## src/rtl/cqm_pkg.sv

```systemverilog
`timescale 1ns/1ps
package cqm_pkg;

   localparam int CODE_W = 9;   // sample and output code width
   localparam int OFS_W  = 8;   // pedestal offset width
   localparam int ANG_W  = 16;  // one full turn equals 2**ANG_W angle units

   typedef enum logic [1:0] {
      MODE_COMPOSITE  = 2'b00,
      MODE_LUMA       = 2'b01,
      MODE_CHROMA     = 2'b10,
      MODE_CHROMA_ALT = 2'b11
   } out_mode_e;

   typedef struct packed {
      logic [CODE_W-1:0] luma;
      logic [OFS_W-1:0]  ofs_y;
      logic [OFS_W-1:0]  ofs_i;
      logic [OFS_W-1:0]  ofs_q;
      logic [1:0]        sync;
      out_mode_e         mode;
   } side_t;

   // arctan(2^-idx) expressed in units of 1/65536 turn
   function automatic logic [ANG_W-1:0] atan_step(input int idx);
      case (idx)
         0:  return 16'd8192;
         1:  return 16'd4836;
         2:  return 16'd2555;
         3:  return 16'd1297;
         4:  return 16'd651;
         5:  return 16'd326;
         6:  return 16'd163;
         7:  return 16'd81;
         8:  return 16'd41;
         9:  return 16'd20;
         10: return 16'd10;
         11: return 16'd5;
         12: return 16'd3;
         13: return 16'd1;
         14: return 16'd1;
         default: return '0;
      endcase
   endfunction

endpackage

```

## src/rtl/cqm_phase.sv

```systemverilog
`timescale 1ns/1ps
module cqm_phase #(
   parameter int PH_W = 4
) (
   input  logic            clk,
   input  logic            rst_n,
   input  logic            dot_en,
   input  logic            start,
   output logic [PH_W-1:0] phase
);

   logic [PH_W-1:0] ph_q;

   assign phase = start ? '0 : ph_q;

   always_ff @(posedge clk or negedge rst_n) begin
      if (!rst_n)      ph_q <= '0;
      else if (dot_en) ph_q <= phase + 1'b1;
   end

   // free-running advance by one step per dot-enable
   p_phase_step_r1: assert property (@(posedge clk) disable iff (!rst_n)
      (dot_en && !start) |=> (ph_q == PH_W'($past(ph_q) + 1'b1)));

   // start restarts the sequence so the following sample uses step 1
   p_phase_start_r1: assert property (@(posedge clk) disable iff (!rst_n)
      (dot_en && start) |=> (ph_q == PH_W'(1)));

   // phase holds between dot-enables
   p_phase_hold_r8: assert property (@(posedge clk) disable iff (!rst_n)
      !dot_en |=> $stable(ph_q));

endmodule

```

## src/rtl/cqm_cordic.sv

```systemverilog
`timescale 1ns/1ps
module cqm_cordic import cqm_pkg::*; #(
   parameter int IN_W     = 9,
   parameter int FRAC     = 6,
   parameter int N_STAGES = 12,
   parameter int PH_W     = 4
) (
   input  logic                   clk,
   input  logic                   rst_n,
   input  logic                   en,
   input  logic signed [IN_W-1:0] i_in,
   input  logic signed [IN_W-1:0] q_in,
   input  logic [PH_W-1:0]        phase,
   output logic signed [IN_W-1:0] chroma
);

   localparam int W  = IN_W + 3 + FRAC;   // headroom for gain 1.65 times root two
   localparam int ZW = ANG_W + 1;
   localparam logic signed [W-1:0] RND = W'(1) <<< (FRAC - 1);

   if (N_STAGES < 8 || N_STAGES > 16) begin : g_bad_stages
      $error("cqm_cordic: N_STAGES must lie in 8..16");
   end
   if (FRAC < 1) begin : g_bad_frac
      $error("cqm_cordic: FRAC must be at least 1");
   end
   if (PH_W < 3 || PH_W > ANG_W - 2) begin : g_bad_phase
      $error("cqm_cordic: PH_W out of range");
   end

   logic signed [W-1:0]  i_ext, q_ext, x_pre, y_pre;
   logic signed [ZW-1:0] z_pre;

   assign i_ext = W'(i_in) <<< FRAC;
   assign q_ext = W'(q_in) <<< FRAC;

   // quarter-turn pre-rotation leaves a residual angle below 90 degrees
   always_comb begin
      unique case (phase[PH_W-1 -: 2])
         2'd0:    begin x_pre = i_ext;  y_pre = q_ext;  end
         2'd1:    begin x_pre = -q_ext; y_pre = i_ext;  end
         2'd2:    begin x_pre = -i_ext; y_pre = -q_ext; end
         default: begin x_pre = q_ext;  y_pre = -i_ext; end
      endcase
   end

   assign z_pre = ZW'(phase[PH_W-3:0]) << (ANG_W - PH_W);

   logic signed [W-1:0]  x_q [N_STAGES];
   logic signed [W-1:0]  y_q [N_STAGES+1];
   logic signed [ZW-1:0] z_q [N_STAGES];
   logic signed [W-1:0]  x_n [N_STAGES-1];
   logic signed [W-1:0]  y_n [N_STAGES];
   logic signed [ZW-1:0] z_n [N_STAGES-1];

   for (genvar k = 0; k < N_STAGES; k++) begin : g_iter
      logic ccw;
      assign ccw    = ~z_q[k][ZW-1];
      assign y_n[k] = ccw ? (y_q[k] + (x_q[k] >>> k)) : (y_q[k] - (x_q[k] >>> k));
      if (k < N_STAGES - 1) begin : g_carry
         assign x_n[k] = ccw ? (x_q[k] - (y_q[k] >>> k)) : (x_q[k] + (y_q[k] >>> k));
         assign z_n[k] = ccw ? (z_q[k] - ZW'(atan_step(k))) : (z_q[k] + ZW'(atan_step(k)));
      end

      // a null vector stays null through every micro-rotation
      p_zero_stay_r9: assert property (@(posedge clk) disable iff (!rst_n)
         (en && x_q[k] == '0 && y_q[k] == '0) |=> (y_q[k+1] == '0));
   end

   always_ff @(posedge clk or negedge rst_n) begin
      if (!rst_n) begin
         for (int k = 0; k < N_STAGES; k++) begin
            x_q[k] <= '0;
            z_q[k] <= '0;
         end
         for (int k = 0; k <= N_STAGES; k++) y_q[k] <= '0;
      end else if (en) begin
         x_q[0] <= x_pre;
         y_q[0] <= y_pre;
         z_q[0] <= z_pre;
         for (int k = 0; k < N_STAGES - 1; k++) begin
            x_q[k+1] <= x_n[k];
            z_q[k+1] <= z_n[k];
         end
         for (int k = 0; k < N_STAGES; k++) y_q[k+1] <= y_n[k];
      end
   end

   assign chroma = IN_W'((y_q[N_STAGES] + RND) >>> FRAC);

endmodule

```

## src/rtl/cqm_mixer.sv

```systemverilog
`timescale 1ns/1ps
module cqm_mixer import cqm_pkg::*; (
   input  side_t             side,
   input  logic [CODE_W-1:0] chroma,
   output logic [CODE_W-1:0] code
);

   logic [CODE_W-1:0] luma_px, sync_hi, chroma_ped;

   assign luma_px    = {side.ofs_y, 1'b0} + side.luma;
   assign sync_hi    = {side.ofs_i, 1'b0};
   assign chroma_ped = {side.ofs_q, 1'b0} + chroma;

   always_comb begin
      unique case (side.mode)
         MODE_COMPOSITE: begin
            if (side.sync[1])      code = chroma;
            else if (side.sync[0]) code = sync_hi + chroma;
            else                   code = luma_px + chroma;
         end
         MODE_LUMA: begin
            if (side.sync[1])      code = '0;
            else if (side.sync[0]) code = sync_hi;
            else                   code = luma_px;
         end
         default:                  code = chroma_ped;
      endcase
   end

endmodule

```

## src/rtl/chroma_quad_mixer.sv

```systemverilog
`timescale 1ns/1ps
module chroma_quad_mixer import cqm_pkg::*; #(
   parameter int N_STAGES  = 12,
   parameter int FRAC_BITS = 6,
   parameter int PHASE_W   = 4
) (
   input  logic              clk,
   input  logic              rst_n,
   input  logic              dot_en,
   input  logic              start,
   input  logic [1:0]        mode,
   input  logic [1:0]        sync,
   input  logic [CODE_W-1:0] y_in,
   input  logic [CODE_W-1:0] i_in,
   input  logic [CODE_W-1:0] q_in,
   input  logic [OFS_W-1:0]  y_ofs,
   input  logic [OFS_W-1:0]  i_ofs,
   input  logic [OFS_W-1:0]  q_ofs,
   output logic [CODE_W-1:0] dac_out
);

   localparam int SIDE_D = N_STAGES + 1;   // matches the rotator depth

   logic [PHASE_W-1:0]       phase;
   logic signed [CODE_W-1:0] chroma_s;
   logic [CODE_W-1:0]        mix_code;
   side_t                    side_in;
   side_t                    side_q [SIDE_D];

   cqm_phase #(.PH_W(PHASE_W)) u_phase (
      .clk    (clk),
      .rst_n  (rst_n),
      .dot_en (dot_en),
      .start  (start),
      .phase  (phase)
   );

   cqm_cordic #(
      .IN_W     (CODE_W),
      .FRAC     (FRAC_BITS),
      .N_STAGES (N_STAGES),
      .PH_W     (PHASE_W)
   ) u_rot (
      .clk    (clk),
      .rst_n  (rst_n),
      .en     (dot_en),
      .i_in   (i_in),
      .q_in   (q_in),
      .phase  (phase),
      .chroma (chroma_s)
   );

   assign side_in = '{luma: y_in, ofs_y: y_ofs, ofs_i: i_ofs, ofs_q: q_ofs,
                      sync: sync, mode: out_mode_e'(mode)};

   cqm_mixer u_mix (
      .side   (side_q[SIDE_D-1]),
      .chroma (chroma_s),
      .code   (mix_code)
   );

   always_ff @(posedge clk or negedge rst_n) begin
      if (!rst_n) begin
         for (int k = 0; k < SIDE_D; k++) side_q[k] <= '0;
         dac_out <= '0;
      end else if (dot_en) begin
         side_q[0] <= side_in;
         for (int k = 1; k < SIDE_D; k++) side_q[k] <= side_q[k-1];
         dac_out <= mix_code;
      end
   end

   // output register moves only with the dot clock
   p_hold_r7: assert property (@(posedge clk) disable iff (!rst_n)
      !dot_en |=> $stable(dac_out));

   // luma sync-low level is zero
   p_luma_low_r4: assert property (@(posedge clk) disable iff (!rst_n)
      (dot_en && side_q[SIDE_D-1].mode == MODE_LUMA && side_q[SIDE_D-1].sync[1])
      |=> (dac_out == '0));

   // composite sync-low carries only the rotated chroma term
   p_comp_low_r3: assert property (@(posedge clk) disable iff (!rst_n)
      (dot_en && side_q[SIDE_D-1].mode == MODE_COMPOSITE && side_q[SIDE_D-1].sync[1])
      |=> (dac_out == $unsigned($past(chroma_s))));

   // chroma mode with null chroma rests on the doubled chroma pedestal
   p_chroma_ped_r5: assert property (@(posedge clk) disable iff (!rst_n)
      (dot_en && side_q[SIDE_D-1].mode[1] && chroma_s == '0)
      |=> (dac_out == {$past(side_q[SIDE_D-1].ofs_q), 1'b0}));

endmodule

```

## config.mk

```make
export PLATFORM = sky130hd
export DESIGN_NAME = chroma_quad_mixer
export DESIGN_NICKNAME = d
export VERILOG_FILES = /design/src/rtl/cqm_pkg.sv /design/src/rtl/cqm_phase.sv /design/src/rtl/cqm_cordic.sv /design/src/rtl/cqm_mixer.sv /design/src/rtl/chroma_quad_mixer.sv
export SDC_FILE = /design/constraint.sdc
export NUM_CORES = 2
export LEC_CHECK = 0
export BUFFER_PORTS_ARGS = -buffer_cell sky130_fd_sc_hd__buf_2
export CAP_MARGIN = 20
export CORE_ASPECT_RATIO = 0.7
export CORE_UTILIZATION = 35
export CTS_CLUSTER_DIAMETER = 30
export DETAILED_ROUTE_END_ITERATION = 16
export SETUP_SLACK_MARGIN = 0.1
export SLEW_MARGIN = 20
export SYNTH_ARGS = -nofsm -noshare
export SYNTH_HDL_FRONTEND = slang
export SYNTH_SLANG_ARGS = --single-unit
export TNS_END_PERCENT = 30
```

## constraint.sdc

```tcl
create_clock -name clk -period 10.4 [get_ports clk]
set_input_delay 2.08 -clock clk [delete_from_list [all_inputs] [get_ports clk]]
set_output_delay 2.08 -clock clk [all_outputs]
set_load 0.03 [all_outputs]
```

==> results.ini <==
[logic_synthesis]
synth.distinct_cells=99
syn_inst=6193
synth.area.top_cells=dfrtp_1 (40%), mux2_2 (14%), ha_1 (10%), xnor2_1 (5.8%), a21oi_1 (3.7%)
ys_ff_latch=1021
postSynthAreaPerCell_um2=10.4
post-synth-top-area-cell=dfrtp_1
syn-num-nets=6814
synth_edf_count=0
synth-warning-count=0
async_flop_share_pct=100
synthFlopType=dfrtp_1
ys_seq_area_share_pct=39.7
netlist_area_um2=64300
yosysTopAreaCellShare_pct=39.7

[worst_setup_path]
critPathBufInv=4
critical_path_class=in -> reg
crit_arrival_ns=5.27
cp.required_ns=11.14
crit_path_end_kind=flop
path_cells=buf_8, buf_4, buf_12, buf_4, nand2_1, o311ai_0, or3_1
crit_end=u_rot.y_q[65]
cp_slowest_stage_delay_ns=0.82
crit_family=buffers and inverters
startpoint=dot_en
timing.critical_path.depth=7
critPathLaunchType=input port
slowest_stage=buf_4
reg2reg_slack_ns=5.89
r2r-end=u_rot.x_q[17]
path_common_cell=buf_4
critical_path.max_fanout=194
r2r_cells=12
r2r-start=u_rot.z_q[33]

[placed_design]
dpl.hpwl_um=117000
gp_congestion=0.885
port_buffers=67

[sta]
worst_pin_slew_ns=1.15
finalCritPeriodShare_pct=43.6
hold_violations=0
slew_headroom_pct=23.2
final.setup.tns_ns=0
finalSetupViolCount=0
fmax_mhz=221
slew_violations=0
finalCriticalPeriod_ns=4.53
fin_skew_ns=0.0680
rsz0062_at_grt=false

[floorplan]
pin_count=68
die_y_um=361
dieArea_um2=185000
coreArea_um2=182000
start_util_pct=35.3
dieWidth_um=514
core.rowCount=131

[detailed_routing]
drt-pass1-iter-count=6
wl_per_cell_um=18.0
wirelength_um=160000
drc=0
antenna_left=0
drt-initial-drc-count=3664
vias_per_cell=5.26
num_vias=46700

[global_routing]
grt_pass1_vias=45300
grt_overflow=0
grt_start_max_net_pins=215
gr-usage-all-layers_pct=17.3
grt_pass1_wl_um=258000
antenna_found_initial=13

[final_layout]
mostFrequentLayoutCell=dfrtp_1
final_cell_mix=dfrtp_1 (1021), mux2_2 (776), ha_1 (532)
areaGrowthSynthToFinish_pct=15.4
fin_nets=6878
drive_gt1_share_pct=19.9
fillers=17500

[clock_network]
clockRootBuffer=clkbuf_16
clk_pin_slew_ns=0.06
tritoncts=done
numCtsBuffers=184
postCtsHoldBufs=0
post_cts_buffers=0
htree_levels=4
clockBufferDepth=3
postCtsResizedCells=0
clk_latency_ns=0.85
clock_sinks=1021

[job]
drv_cap=0

[hold_path]
hold_class=reg -> reg

[run_status]
status=completed

==> registers in the layout, summed over array words and instances (netlist names) <==
| name | flops |
|---|---|
| side_q | 481 |
| u_rot.y_q | 200 |
| u_rot.x_q | 184 |
| u_rot.z_q | 143 |
| dac_out | 9 |
| u_phase.ph_q | 4 |
==> cell usage after synthesis, types with 21 or more instances <==
master and count:
mux2_2 776, a31oi_1 74, nor3_1 172, nand3_1 83, nor2_1 461, a21o_1 149, and3_1 30, fa_1 30
o21a_1 56, o21ai_0 205, ha_1 532, nor2b_1 65, o21ai_1 41, o31ai_1 45, buf_1 39, nor4_1 27
xor2_1 171, inv_1 249, nand2b_1 42, or3_1 50, mux2i_1 64, o21bai_1 59, dfrtp_1 1021, clkbuf_1 178
a211oi_1 51, or2_2 21, a21oi_1 469, xnor2_1 428, nand2_1 269
==> worst register-to-register path, stage by stage, from the launching register on <==
cell and delay [ns]:
dfrtp_1 0.91, clkinv_1 0.86, nand2_1 0.42, o21ai_0 0.15, ha_1 0.22, nor3_1 0.16
nand3_1 0.09, o32a_1 0.40, a41o_1 0.31, o41a_1 0.35, a21oi_1 0.20, xnor2_1 0.15
mux2i_1 0.09
==> logic make-up (layout without fill, tap and decap cells) <==
| family | count (synthesis) | count (layout) | share of synthesized area (%) |
|---|---|---|---|
| buffers and inverters | 474 | 700 | 2.80 |
| other | 0 | 1 | 0 |
| xor gates and xnor gates | 599 | 599 | 8.16 |
| DFF | 1021 | 1021 | 39.7 |
| adders and majority gates | 562 | 562 | 11.3 |
| AOI/OAI and AO/OA | 1378 | 1378 | 13.7 |
| and+or+nand+nor | 1315 | 1315 | 9.67 |
| muxes | 844 | 844 | 14.7 |
==> worst min path at each step <==
stage / from / to / depth (start not counted)
final: side_q[113] / side_q[76] / 1
after global routing: side_q[113] / side_q[76] / 1
after CTS: side_q[113] / side_q[76] / 1
after detailed placement: u_rot.z_q[106] / u_rot.z_q[106] / 2
after global placement: u_rot.z_q[19] / u_rot.z_q[19] / 2
after floorplan: u_rot.z_q[200] / u_rot.z_q[185] / 1
==> final cells by class <==
| cell class | count | area (um^2) | share of cell area [%] |
|---|---|---|---|
| multi-input combinational | 4698 | 37000 | 49.8 |
| timing repair buffer | 99 | 752 | 1.01 |
| sequential | 1021 | 25500 | 34.4 |
| inverter | 253 | 955 | 1.29 |
| clock buffer | 221 | 4950 | 6.67 |
| antenna | 1 | 2.50 | 0.00337 |
| tap | 2460 | 3080 | 4.15 |
| clock inverter | 127 | 1970 | 2.65 |
==> per-stage QoR <==
step | hold WS [ns] | setup WS, ns | area (um^2) | instances | util, %
after floorplan | 0.436 | 6.64 | 64300 | 6193 | -
after global placement | 0.483 | 4.86 | 67200 | 8529 | 36.9
after detailed placement | 0.485 | 5.00 | 67200 | 8529 | 36.9
after CTS | 0.461 | 5.85 | 74200 | 8877 | 40.7
after global routing | 0.486 | 5.59 | 74200 | 8879 | 40.7
final | 0.463 | 5.87 | 74200 | 8880 | 40.7
==> layer usage <==
layer	global-route usage [%]	wire (um)	vias to the layer above
li1	-	-	22500
met1	28.2	86300	23000
met2	23.0	62100	1077
met3	3.17	9800	151
met4	3.42	1970	0
met5	0	0	-
Power is not shown: default switching activity piles up to over one toggle a cycle in this logic, so the estimate is an artifact.
